**src/rtl/boot_ctrl_regs.sv**
```systemverilog
module boot_ctrl_regs #(
  parameter int ADDR_W = 8,
  parameter int PC_W = 32,
  parameter logic [PC_W-1:0] PC_RESET = '0
) (
  input  logic              clk,
  input  logic              rst_n,
  input  logic              reg_wr,
  input  logic              reg_rd,
  input  logic [ADDR_W-1:0] reg_addr,
  input  logic [31:0]       reg_wdata,
  output logic [31:0]       reg_rdata,
  output logic              reg_err,
  input  logic              core_halted,
  input  logic              core_fault,
  input  logic              core_wfi,
  input  logic              core_irq_n,
  output logic              core_rst,
  output logic              core_clk_en,
  output logic [PC_W-1:0]   core_start_pc
);
  localparam logic [ADDR_W-1:0] OFS_CTRL = ADDR_W'(0);
  localparam logic [ADDR_W-1:0] OFS_PC   = ADDR_W'(4);
  localparam logic [ADDR_W-1:0] OFS_STAT = ADDR_W'(8);
  localparam int PC_RD_W = (PC_W < 32) ? PC_W : 32;

  logic [1:0] ctrl_q;
  logic [PC_W-1:0] pc_q;
  logic owed_q;

  wire hold_rst  = ctrl_q[0];
  wire gate_shut = ctrl_q[1];
  wire hit_ctrl  = reg_addr == OFS_CTRL;
  wire hit_pc    = reg_addr == OFS_PC;
  wire hit_stat  = reg_addr == OFS_STAT;
  wire hit_any   = hit_ctrl | hit_pc | hit_stat;
  wire asleep    = core_wfi & core_irq_n;

  assign core_clk_en   = ~gate_shut & ~asleep;
  assign core_rst      = hold_rst | owed_q;
  assign core_start_pc = pc_q;

  logic [31:0] rd_mux;
  always_comb begin
    rd_mux = '0;
    if (hit_ctrl) rd_mux[1:0] = ctrl_q;
    else if (hit_pc) rd_mux[PC_RD_W-1:0] = pc_q[PC_RD_W-1:0];
    else if (hit_stat) rd_mux[1:0] = {core_fault, core_halted};
  end

  always_ff @(posedge clk) begin
    if (!rst_n) begin
      ctrl_q    <= 2'b11;
      pc_q      <= PC_RESET;
      owed_q    <= 1'b1;
      reg_rdata <= '0;
      reg_err   <= 1'b0;
    end else begin
      if (core_rst && core_clk_en) owed_q <= 1'b0;
      else if (hold_rst && !core_clk_en) owed_q <= 1'b1;
      if (reg_wr && hit_ctrl) ctrl_q <= reg_wdata[1:0];
      if (reg_wr && hit_pc) pc_q <= PC_W'(reg_wdata);
      reg_rdata <= reg_rd ? rd_mux : '0;
      reg_err   <= (reg_rd | reg_wr) & ~hit_any;
    end
  end
endmodule

```
**config.mk**
```make
export PLATFORM = sky130hd
export DESIGN_NAME = boot_ctrl_regs
export DESIGN_NICKNAME = d
export VERILOG_FILES = /design/src/rtl/boot_ctrl_regs.sv
export SDC_FILE = /design/constraint.sdc
export NUM_CORES = 1
export LEC_CHECK = 0
export ABC_AREA = 1
export BUFFER_PORTS_ARGS = -buffer_cell sky130_fd_sc_hd__clkbuf_2
export CORE_UTILIZATION = 30
export DETAILED_ROUTE_END_ITERATION = 10
export PLACE_DENSITY = 0.62
export SYNTH_ARGS = -nofsm -noshare
export SYNTH_HDL_FRONTEND = slang
export SYNTH_SLANG_ARGS = --single-unit
export TNS_END_PERCENT = 1
```
**constraint.sdc**
```tcl
create_clock -name clk -period 3.6 [get_ports clk]
set_clock_uncertainty 0.2 [all_clocks]
set_input_delay 0.72 -clock clk [delete_from_list [all_inputs] [get_ports clk]]
set_output_delay 0.72 -clock clk [all_outputs]
set_load 0.02 [all_outputs]
```
==> reports/metrics.cfg <==
[pwr]
p_leak_nw = 1.72
ir_worst_vdd_uv = 143
p_total_mw = 1.42
powerDensity_mw_per_mm2 = 415

[clocking]
clk_path_buf_depth = 2
cts_tree = built
numClockSinks = 68
holdBufCountCts = 0
insertion_delay_ns = 0.33
post_cts_buffers = 0
ctsResizeCount = 0
path_clk_slew_ns = 0.07
cts.htree.levels = 3
cts_buffers = 9
cts-root-buf = clkbuf_8

[flow_run]
maxCapViolCount = 0

[worst_setup_path]
critPathTopFamily = buffers and inverters
crit_arrival_ns = 2.19
cp_max_fo = 37
end_kind = flop
cp-start-kind = primary input
critical_path_class = primary input to flop
crit_required_ns = 3.67
path_cells = clkbuf_2 -> inv_1 -> nor2_8 -> nor2_1 -> nor2_1
cpMostUsedCell = nor2_1
slowest_stage = clkbuf_2
slowest_delay_ns = 0.56
worst-path-buf-inv = 2

[cells_and_area]
final_nets = 518
finalInstanceArea_sq_mm = 0.00342
regArea_sq_mm = 0.00136
fill_cells = 885
diodes = 0
layout-drive-gt1-share_pct = 30.1
syn_to_final_growth_pct = 30.4
multi_input_area_sq_um = 866

[yosys]
netlist_top_cells_count = 98 x nor2_1, 72 x inv_1, 68 x dfxtp_1
avgSynthCellArea_sq_um = 7.30
synth_area_leaders = dfxtp_1 52%, nor2_1 14%, inv_1 10%, nand3_1 8.2%, nand2_1 6.2%
synth_top_area_share_pct = 52.0
yosys.area.top_type = dfxtp_1
synth_edf_count = 0
synthFlopType = dfxtp_1
synth_cell_types = 20
synthesis.nets = 407
yosysMostFrequentCell = nor2_1
syn_area_sq_mm = 0.00262
ys_warn_count = 0
ys_seq_area_share_pct = 52.0
ys_seq_elements = 68
synthArstFlopShare_pct = 0
synthCells = 359

[die]
initial_core_util_pct = 31.4
fp-row-count = 33
fp.dieH_um = 95.5
die_area_sq_mm = 0.00911
ioPinCount = 115
core_area_sq_mm = 0.00834
die_w_um = 95.5

[timing]
rsz0062_at_grt = false
finalSetupTns_ns = 0
maxSlewHeadroom_pct = 49.4
worst_slew_pin_slew_ns = 0.760
fin_ws_ns = 1.48
hold_viol = 0
holdWs_ns = 0.243
setup_viol = 0
period_minus_slack_ns = 2.12
fin_crit_sh_pct = 58.9
max_freq_mhz = 471
maxSlewViolCount = 0

[routing]
routed_wl_um = 5890
firstDrtPassIters = 4
drt_iter0_drc = 57
via_per_inst = 4.10
routedWlPerCell_um = 10.1
drc = 0
ant_nets = 0
via_count = 2377

[status]
outcome = complete, no violations

[placement]
place.detailed.hpwl_um = 4250
dpl_cell_area_sq_mm = 0.00323
io_buffers = 114
pre_cts_ws_ns = 1.16
globalplace.congestion = 0.843

[worst_hold_path]
worstHoldPathType = flop to flop

[global_routing]
grt_usage_pct = 14.0
grt_overflow_total = 0
first_global_vias = 2209
grt_pass1_wl_um = 9780
grt_max_degree = 38
antenna_found_initial = 0

-- through the flow --
stage,util [%],cells
floorplan,-,359
global placement,38.7,564
detailed placement,38.7,564
CTS,41.0,580
global route,41.0,580
finish,41.0,580
-- worst paths after layout --
kind,cells after the start,end,slack [ns],from
max,5,core_start_pc[8],1.48,reg_wr
min,2,reg_rdata[9],0.24,core_start_pc[9]
max reg2reg,2,owed_q,2.67,ctrl_q[1]
min reg2reg,2,reg_rdata[9],0.24,core_start_pc[9]
-- cell type report --
class	instances	share of cell area, %
multi-input cells	200	25.3
clock inverters	5	1.54
flip-flops and latches	68	39.9
repair buffers	117	17.4
clock buffers	11	3.85
well taps	105	3.85
inverters	74	8.21
-- tightest hold or removal path: stages (launching register included) --
cell	delay, ns
dfxtp_1	0.32
inv_1	0.05
nor2_1	0.04
-- registers in the layout (all words and copies together), names as in the netlist --
name / count
core_start_pc: 32
ctrl_q: 2
owed_q: 1
reg_err: 1
reg_rdata: 32
-- layer usage --
layer | global-route usage, % | vias up | share of wire, % | routed length, um
li1 | - | 1265 | - | -
met1 | 16.5 | 1034 | 43 | 2540
met2 | 23.3 | 70 | 49 | 2890
met3 | 4.15 | 8 | 6.4 | 375
met4 | 6.34 | 0 | 1.4 | 81
met5 | 0 | - | 0 | 0
-- logic make-up after synthesis --
| logic type | Yosys count | synth area share (%) |
|---|---|---|
| AND/OR/NAND/NOR | 196 | 32.3 |
| buffers and inverters | 91 | 15.0 |
| flip-flops | 68 | 52.0 |
| AO/OA/AOI/OAI | 4 | 0.764 |
-- layout by cell type (no fill, tap or decap) --
master and count:
nor2_2 3, nand2_2 3, inv_1 72, nand2_4 1, nand2_1 43, nor3_1 2, clkbuf_8 9, inv_4 1
clkbuf_1 2, nor2_1 98, nand3_1 43, nor2_8 1, clkinvlp_4 1, clkbuf_2 114, clkinv_2 3, o21ai_0 2
dfxtp_1 68, inv_2 1, bufinv_16 1, nor2_4 2, buf_4 3, a21oi_1 2
-- power by group --
part           internal, mW  switching (mW)  leakage (nW)
logic                0.0310          0.0428          1.08
registers             0.754        0.000901         0.548
clock network         0.317           0.273        0.0931
(Power assumes the default switching activity.)
